## config.mk

```make
export PLATFORM = sky130hd
export DESIGN_NAME = pseq_top
export DESIGN_NICKNAME = d
export VERILOG_FILES = /design/src/rtl/pseq_pkg.sv /design/src/rtl/pseq_ms_timer.sv /design/src/rtl/pseq_stage_ctrl.sv /design/src/rtl/pseq_enable_bank.sv /design/src/rtl/pseq_top.sv
export SDC_FILE = /design/constraint.sdc
export NUM_CORES = 1
export LEC_CHECK = 0
export BUFFER_PORTS_ARGS = -buffer_cell sky130_fd_sc_hd__buf_4
export CORE_MARGIN = 2
export CORE_UTILIZATION = 30
export CTS_CLUSTER_DIAMETER = 60
export DETAILED_ROUTE_END_ITERATION = 10
export PLACE_DENSITY_LB_ADDON = 0.08
export RECOVER_POWER = 100
export SYNTH_ARGS = -nofsm -noshare
export SYNTH_HDL_FRONTEND = slang
export SYNTH_SLANG_ARGS = --single-unit
```

## constraint.sdc

```tcl
create_clock -name clk -period 3.5 [get_ports clk]
set_clock_uncertainty 0.15 [all_clocks]
set_input_delay 0.35 -clock clk [delete_from_list [all_inputs] [get_ports clk]]
set_output_delay 0.35 -clock clk [all_outputs]
set_load 0.01 [all_outputs]
```

## src/rtl/pseq_pkg.sv

```systemverilog
package pseq_pkg;

  typedef enum logic [2:0] {
    ST_START = 3'd0,
    ST_PANEL = 3'd1,
    ST_LINK  = 3'd2,
    ST_BLSUP = 3'd3,
    ST_DIM   = 3'd4,
    ST_BLON  = 3'd5,
    ST_DONE  = 3'd6
  } pseq_stage_e;

  // stages 0..N_GATED-1 arm a hold-off after they execute
  localparam int unsigned N_GATED = 4;
  // number of level enables driven (stages 1..N_RAILS)
  localparam int unsigned N_RAILS = 5;

endpackage

```

## src/rtl/pseq_ms_timer.sv

```systemverilog
module pseq_ms_timer #(
  parameter int unsigned TICKS_PER_MS = 1000,
  parameter int unsigned MS_W         = 16
) (
  input  logic            clk,
  input  logic            rst_n,
  input  logic            load_i,
  input  logic [MS_W-1:0] ms_i,
  input  logic            tick_i,
  output logic            expired_o
);

  localparam int unsigned US_W = (TICKS_PER_MS > 1) ? $clog2(TICKS_PER_MS) : 1;
  localparam logic [US_W-1:0] US_LAST = US_W'(TICKS_PER_MS - 1);

  logic [MS_W-1:0] ms_left_q;
  logic [US_W-1:0] us_cnt_q;
  logic            ms_wrap;

  generate
    if (TICKS_PER_MS > 1) begin : g_prescale
      assign ms_wrap = (us_cnt_q == US_LAST);
    end else begin : g_direct
      assign ms_wrap = 1'b1;
    end
  endgenerate

  always_ff @(posedge clk) begin
    if (!rst_n) begin
      ms_left_q <= '0;
      us_cnt_q  <= '0;
    end else if (load_i) begin
      ms_left_q <= ms_i;
      us_cnt_q  <= '0;
    end else if (tick_i && (ms_left_q != '0)) begin
      if (ms_wrap) begin
        us_cnt_q  <= '0;
        ms_left_q <= ms_left_q - 1'b1;
      end else begin
        us_cnt_q  <= us_cnt_q + 1'b1;
      end
    end
  end

  assign expired_o = (ms_left_q == '0);

endmodule

```

## src/rtl/pseq_stage_ctrl.sv

```systemverilog
module pseq_stage_ctrl
  import pseq_pkg::*;
#(
  parameter int unsigned MS_W = 16
) (
  input  logic                    clk,
  input  logic                    rst_n,
  input  logic                    req_i,
  input  logic                    wait_i,
  input  logic                    expired_i,
  input  logic [N_GATED*MS_W-1:0] gates_i,
  output logic                    step_o,
  output pseq_stage_e             stage_o,
  output logic [MS_W-1:0]         load_ms_o,
  output logic                    running_o
);

  pseq_stage_e cur_q;
  logic        run_q;
  logic        ready;

  always_comb begin
    ready     = (cur_q == ST_START) || expired_i;
    step_o    = (req_i || run_q) && (cur_q != ST_DONE) && ready;
    load_ms_o = '0;
    for (int k = 0; k < N_GATED; k++) begin
      if (cur_q == pseq_stage_e'(3'(k))) load_ms_o = gates_i[k*MS_W +: MS_W];
    end
  end

  always_ff @(posedge clk) begin
    if (!rst_n) begin
      cur_q <= ST_START;
      run_q <= 1'b0;
    end else begin
      if (step_o) cur_q <= pseq_stage_e'(cur_q + 3'd1);
      if (cur_q == ST_DONE)       run_q <= 1'b0;
      else if (req_i && wait_i)   run_q <= 1'b1;
    end
  end

  assign stage_o   = cur_q;
  assign running_o = run_q;

endmodule

```

## src/rtl/pseq_enable_bank.sv

```systemverilog
module pseq_enable_bank
  import pseq_pkg::*;
#(
  parameter int unsigned          DUTY_W  = 8,
  parameter logic [DUTY_W-1:0]    DUTY_ON = 'hDF
) (
  input  logic               clk,
  input  logic               rst_n,
  input  logic               step_i,
  input  pseq_stage_e        stage_i,
  output logic [N_RAILS-1:0] rails_o,
  output logic               done_o,
  output logic [DUTY_W-1:0]  duty_o
);

  genvar g;
  generate
    for (g = 0; g < N_RAILS; g++) begin : g_rail
      always_ff @(posedge clk) begin
        if (!rst_n)
          rails_o[g] <= 1'b0;
        else if (step_i && (stage_i == pseq_stage_e'(3'(g + 1))))
          rails_o[g] <= 1'b1;
      end
    end
  endgenerate

  always_ff @(posedge clk) begin
    if (!rst_n) begin
      done_o <= 1'b0;
      duty_o <= '0;
    end else if (step_i) begin
      if (stage_i == ST_BLON) done_o <= 1'b1;
      if (stage_i == ST_DIM)  duty_o <= DUTY_ON;
    end
  end

endmodule

```

## src/rtl/pseq_top.sv

```systemverilog
module pseq_top
  import pseq_pkg::*;
#(
  parameter int unsigned       TICKS_PER_MS = 1000,
  parameter int unsigned       MS_W         = 16,
  parameter int unsigned       DUTY_W       = 8,
  parameter logic [DUTY_W-1:0] DUTY_ON      = 'hDF
) (
  input  logic              clk,
  input  logic              rst_n,
  input  logic              req,
  input  logic              wait_mode,
  input  logic              us_tick,
  input  logic [MS_W-1:0]   gate0_ms,
  input  logic [MS_W-1:0]   gate1_ms,
  input  logic [MS_W-1:0]   gate2_ms,
  input  logic [MS_W-1:0]   gate3_ms,
  output logic              panel_pwr_en,
  output logic              link_en,
  output logic              bl_pwr_en,
  output logic              bl_pwm_en,
  output logic              bl_en,
  output logic [DUTY_W-1:0] pwm_duty,
  output logic              seq_done
);

  logic [N_GATED*MS_W-1:0] gates;
  logic                    step;
  logic                    running;
  logic                    expired;
  logic [MS_W-1:0]         load_ms;
  pseq_stage_e             stage;
  logic [N_RAILS-1:0]      rails;

  assign gates = {gate3_ms, gate2_ms, gate1_ms, gate0_ms};

  pseq_stage_ctrl #(.MS_W(MS_W)) u_ctrl (
    .clk       (clk),
    .rst_n     (rst_n),
    .req_i     (req),
    .wait_i    (wait_mode),
    .expired_i (expired),
    .gates_i   (gates),
    .step_o    (step),
    .stage_o   (stage),
    .load_ms_o (load_ms),
    .running_o (running)
  );

  pseq_ms_timer #(.TICKS_PER_MS(TICKS_PER_MS), .MS_W(MS_W)) u_timer (
    .clk       (clk),
    .rst_n     (rst_n),
    .load_i    (step),
    .ms_i      (load_ms),
    .tick_i    (us_tick),
    .expired_o (expired)
  );

  pseq_enable_bank #(.DUTY_W(DUTY_W), .DUTY_ON(DUTY_ON)) u_bank (
    .clk     (clk),
    .rst_n   (rst_n),
    .step_i  (step),
    .stage_i (stage),
    .rails_o (rails),
    .done_o  (seq_done),
    .duty_o  (pwm_duty)
  );

  assign panel_pwr_en = rails[0];
  assign link_en      = rails[1];
  assign bl_pwr_en    = rails[2];
  assign bl_pwm_en    = rails[3];
  assign bl_en        = rails[4];

endmodule

```

## Yosys cells after proc, flatten, opt, wreduce, memory -nomap -nowiden

Index checks and enable logic that the tools add are counted.
Widths: inputs -> output; s select.

| word-level totals | value |
|---|---|
| register bits | 37 |
| input bits | 69 |

| cells by class | value |
|---|---|
| $add $sub $neg | 3 |
| equality and inequality tests | 8 |
| multiplexer cells | 8 |
| bitwise operators | 1 |
| reductions and logical operators | 21 |

Operators by type and width:

| cell | number |
|---|---|
| $mux 16 | 7 |
| $logic_not 16->1 | 1 |
| $reduce_bool 16->1 | 1 |
| $sub 16x1->16 const B | 1 |
| $add 10x1->10 const B | 1 |
| $eq 10x10->1 const B | 1 |
| $mux 10 | 1 |
| $eq 3x3->1 const B | 3 |
| $logic_and 1x1->1 | 9 |
| $eq 3x2->1 const B | 2 |
| $reduce_and 2->1 | 3 |
| $reduce_bool 2->1 | 2 |
| $reduce_or 2->1 | 2 |
| $add 3x1->3 const B | 1 |
| $eq 3x1->1 const B | 1 |
| $logic_not 3->1 | 1 |
| $ne 3x3->1 const B | 1 |
| $logic_or 1x1->1 | 2 |
| $not 1->1 | 1 |

## Depth between registers and ports, before layout

| depth | value |
|---|---|
| depth after elaboration | 6 |
| mapped depth | 10 |
| mapped depth without buffers | 7 |

## Hierarchy

Synthesis repeated with hierarchy kept, for this count alone.

| second synthesis, totals | value |
|---|---|
| cell total of the unflattened synthesis | 316 |
| area total of the unflattened synthesis | 2,563.7 um^2 |

Modules (own cells, without submodules):

| module | times used | cells an instance | area each (um^2) | seq. area each (um^2) |
|---|---|---|---|---|
| pseq_ms_timer | 1 | 171 | 1,487.7 | 520.5 |
| pseq_stage_ctrl | 1 | 120 | 807.0 | 80.1 |
| pseq_enable_bank | 1 | 25 | 269.0 | 100.1 |

## Worst setup path after synthesis

Ideal clock, no wire load.

| path | value |
|---|---|
| kind | register to register |
| start | reg u_timer.ms_left_q[0] |
| end | reg u_timer.ms_left_q[0] |
| library setup time | 137 ps |
| data arrival time | 2,249 ps |
| required time | 3,213 ps |
| setup slack | 963 ps |
| cell stages (with the launch flop) | 10 |
| buffers on the path | 2 |
| clock period less this slack | 2,537 ps |
| cells stage by stage | dfxtp_1 -> inv_1 -> ha_1 -> or4b_2 -> or4_1 -> buf_4 -> a21oi_4 -> buf_4 -> and3_1 -> a211oi_2 |

| between the ends | value |
|---|---|
| longest elaborated chain between the ends | 5 |

Ends and longest elaborated chain:

| item | line | RTL |
|---|---|---|
| from (decl) | pseq_ms_timer.sv:16 | `logic [MS_W-1:0] ms_left_q;` |
| from (signal assigned) | pseq_ms_timer.sv:33 | `ms_left_q <= ms_i;` |
| from (signal assigned) | pseq_ms_timer.sv:38 | `ms_left_q <= ms_left_q - 1'b1;` |
| branches (longest 5 deep; another with $sub 16x1->16) | n/a |  |

Parallel ways; which one is timed is not known. The select of a mux whose other input is x is not followed.
A chain may end at the register's enable or synchronous reset.

## Final worst setup path

Ends and elaborated chain as after synthesis.

==> results.md <==
* Final hold vios at 0
* Skew-Pair Late Insertion Delay at 0.29 ns
* Synth Flop Type: dfxtp_1
* Worst Path Arrival at 3.07 ns
* Site Rows at 33
* Reg-to-reg setup timing slack at 0.43 ns
* Reg clk slew, reported paths at 0.08 ns
* Setup-failing EPs final at 0
* Per-cell routed wire length at 15.7 um
* Share of flip-flops with an asynchronous set or reset at 0%
* Ratio of cells with drive above 1 in the final layout at 24.7%
* Die width at 96.0 um
* Initial antenna violation count at 0
* Hold path endpoint: u_bank.rails_o[3]$_SDFFE_PN0P_
* DRT Pass-1 Iters at 6
* Clock sink total at 35
* Hold depth at 3
* Starting DRT DRC Count at 106
* Distinct cells, synth at 53
* Worst-path fanout max at 18
* Most common cell after layout, fill and taps aside: buf_4
* Hold Crit Class: in -> reg
* Number of global-route vias before repair at 2410
* Post_cts resized at 0
* Die area at 9210 sq um
* Synth Cell Area at 2540 sq um
* Worst-margin pin slew at 1.50 ns
* DP HPWL at 5470 um
* RSZ-0062 raised after global routing: no
* P_leak at 0.00121 uW
* Failing checks: max-capacitance violations, max-slew violations
* Pwr dens at 782 nW/um^2
* Pwr Total at 2460 uW
* Setup total negative slack at 0 ns
* CTS Hold Bufs at 0
* Crit path kind: reg -> reg
* Worst hold path startpoint: rst_n
* Final wirelength at 7320 um
* Largest net degree at the start of global routing at 35
* CP Capture Type: flip-flop
* Minimum clock period at 3.07 ns
* Drt via density at 5.41
* Core Area at 8220 sq um
* GRT Overall Usage at 16.7%
* Final nets at 436
* Maximum clock frequency at 326 MHz
* Mean area per synthesized cell at 8.43 sq um
* CP Launch Type: flip-flop
* H-tree Lvls at 2
* YS warnings at 0
* Outcome: complete, but fails checks
* Root Driver: clkbuf_8
* Post-CTS Setup Inserts at 0
* CTS Buf Count at 5
* Buffers and inverters on the worst path at 2
* Stages on the worst setup path at 8
* R2R depth at 8
* Cells after synthesis at 301
* Slowest stage cell, crit path: or4b_2
* Post-synthesis sequential area ratio at 27.6%
* Starting Density at 30.9%
* Critical path cell sequence: inv_1 > ha_1 > or4b_2 > or4_1 > o21ai_0 > buf_4 > and3_1 > a211oi_1
* Worst r2r dst: u_timer.ms_left_q[0]$_SDFFE_PN0P_
* Crit-path max cell delay at 0.58 ns
* Family with the most delay on the worst path: simple AND/OR/NAND/NOR gates
* GP Congestion at 0.784
* Final period util at 87.6%
* Required time of the critical path at 3.50 ns
* DRC errors left at 0
* Hold Worst Slack at 0.191 ns
* Worst R2R Start: u_timer.ms_left_q[0]$_SDFFE_PN0P_
* Max-cap violations at 1
* Vias at 2522
* Syn Nets at 377
* DRT antenna net count at 0
* N_diodes at 0
* Yosys reg bits at 35
* Max VDD drop at 0.335 mV
* Global-route wire length before repair at 12000 um
* CTS tree: done
* # port buffers at 81
* Final Util at 38.3%
* Clk buf depth at 2
* Slew headroom at -0.0770%
* Most frequent cells in the layout: 72 x buf_4, 35 x dfxtp_1, 18 x nand2b_1, 17 x xor2_1, 16 x nor2_1
* Die extent in y at 96.0 um
* Post-synth EDFFs at 0
* Io pins at 83
* Congestion Overflow GR at 0
* Pins over their slew limit at 34
* Synth-to-layout area growth at 23.8%
==> metrics by stage <==
stage	area (sq um)	worst slack, ns	instances
floorplan	2540	0.963	301
global placement	3120	0.682	458
detailed placement	3120	0.632	458
CTS	3230	0.610	466
global route	3140	0.292	466
finish	3140	0.434	466
==> sequential cells by signal, indices dropped and copies added, names as in the netlist <==
signal	flops
u_timer.us_cnt_q	10
u_bank.done_o	1
u_ctrl.stage_o	3
u_ctrl.running_o	1
u_timer.ms_left_q	16
u_bank.rails_o	4
==> power breakdown <==
part | total (uW) | switching, uW | internal (uW)
clock | 335 | 156 | 179
combinational | 1470 | 839 | 635
sequential | 650 | 126 | 524
==> layout make-up <==
type	instances	area [sq um]
clock buffer	7	96.3
sequential	35	701
tap	105	131
fill	882	5070
timing repair buffer	87	598
inverter	9	33.8
clock inverter	1	7.51
multi-input combinational	222	1580
==> cell usage after synthesis, types with 2 or more instances <==
library cell / number / area (sq um)
nor4_1: 3 / 18.8
o21a_1: 2 / 15.0
buf_2: 3 / 15.0
or4_1: 4 / 30.0
a21oi_1: 7 / 35.0
a221o_1: 15 / 150
and3b_1: 2 / 17.5
nand4_1: 13 / 81.3
buf_6: 3 / 33.8
nand2_1: 11 / 41.3
nor2_1: 16 / 60.1
nor3b_1: 2 / 15.0
nand3_1: 11 / 55.1
nor4b_1: 2 / 17.5
nor3_1: 10 / 50.1
o31a_1: 3 / 26.3
a31oi_1: 10 / 62.6
a32oi_1: 15 / 131
dfxtp_1: 35 / 701
xor2_1: 17 / 149
o21ai_0: 3 / 15.0
a21boi_1: 7 / 52.6
and4_1: 3 / 26.3
or3_1: 4 / 25.0
a211oi_2: 4 / 50.1
a311oi_1: 2 / 17.5
nand2b_1: 18 / 113
inv_1: 9 / 33.8
and2_1: 4 / 25.0
o311a_1: 3 / 30.0
ha_1: 7 / 87.6
clkbuf_1: 18 / 67.6
and3_1: 5 / 31.3
buf_4: 11 / 82.6
==> worst max path at each step <==
stage,startpoint,end
after detailed placement,u_timer.ms_left_q[0]$_SDFFE_PN0P_,u_timer.ms_left_q[0]$_SDFFE_PN0P_
after global routing,u_timer.ms_left_q[0]$_SDFFE_PN0P_,u_timer.us_cnt_q[6]$_SDFFE_PP0P_
after CTS,u_timer.ms_left_q[0]$_SDFFE_PN0P_,u_timer.ms_left_q[0]$_SDFFE_PN0P_
after floorplan,u_timer.ms_left_q[0]$_SDFFE_PN0P_,u_timer.ms_left_q[0]$_SDFFE_PN0P_
final,u_timer.ms_left_q[0]$_SDFFE_PN0P_,u_timer.ms_left_q[0]$_SDFFE_PN0P_
after global placement,u_timer.ms_left_q[0]$_SDFFE_PN0P_,u_timer.ms_left_q[0]$_SDFFE_PN0P_
==> worst register-to-register path: stages (launching register included) <==
cell and delay, ns:
dfxtp_1 0.34, inv_1 0.06, ha_1 0.18, or4b_2 0.58, or4_1 0.54, o21ai_0 0.49
buf_4 0.33, and3_1 0.21, a211oi_1 0.05
==> routing by layer <==
metal  wire length [um]  vias to the layer above  global-route usage [%]  share of wire (%)
met2               3200                       85                    25.6                 44
met4                 79                        0                    4.29                1.1
li1                   -                     1262                       -                  -
met5                  0                        -                       0                  0
met1               3570                     1169                    23.3                 49
met3                467                        6                    3.99                6.4
==> cell families after synthesis <==
group	Yosys count	share of synthesized area, %
AOI/OAI and AO/OA	81	27.0
xor gates and xnor gates	18	6.21
adders and majority gates	7	3.45
buffers and inverters	44	9.17
DFF	35	27.6
other	1	0.148
and+or+nand+nor	115	26.4
(Power assumes the default switching activity.)
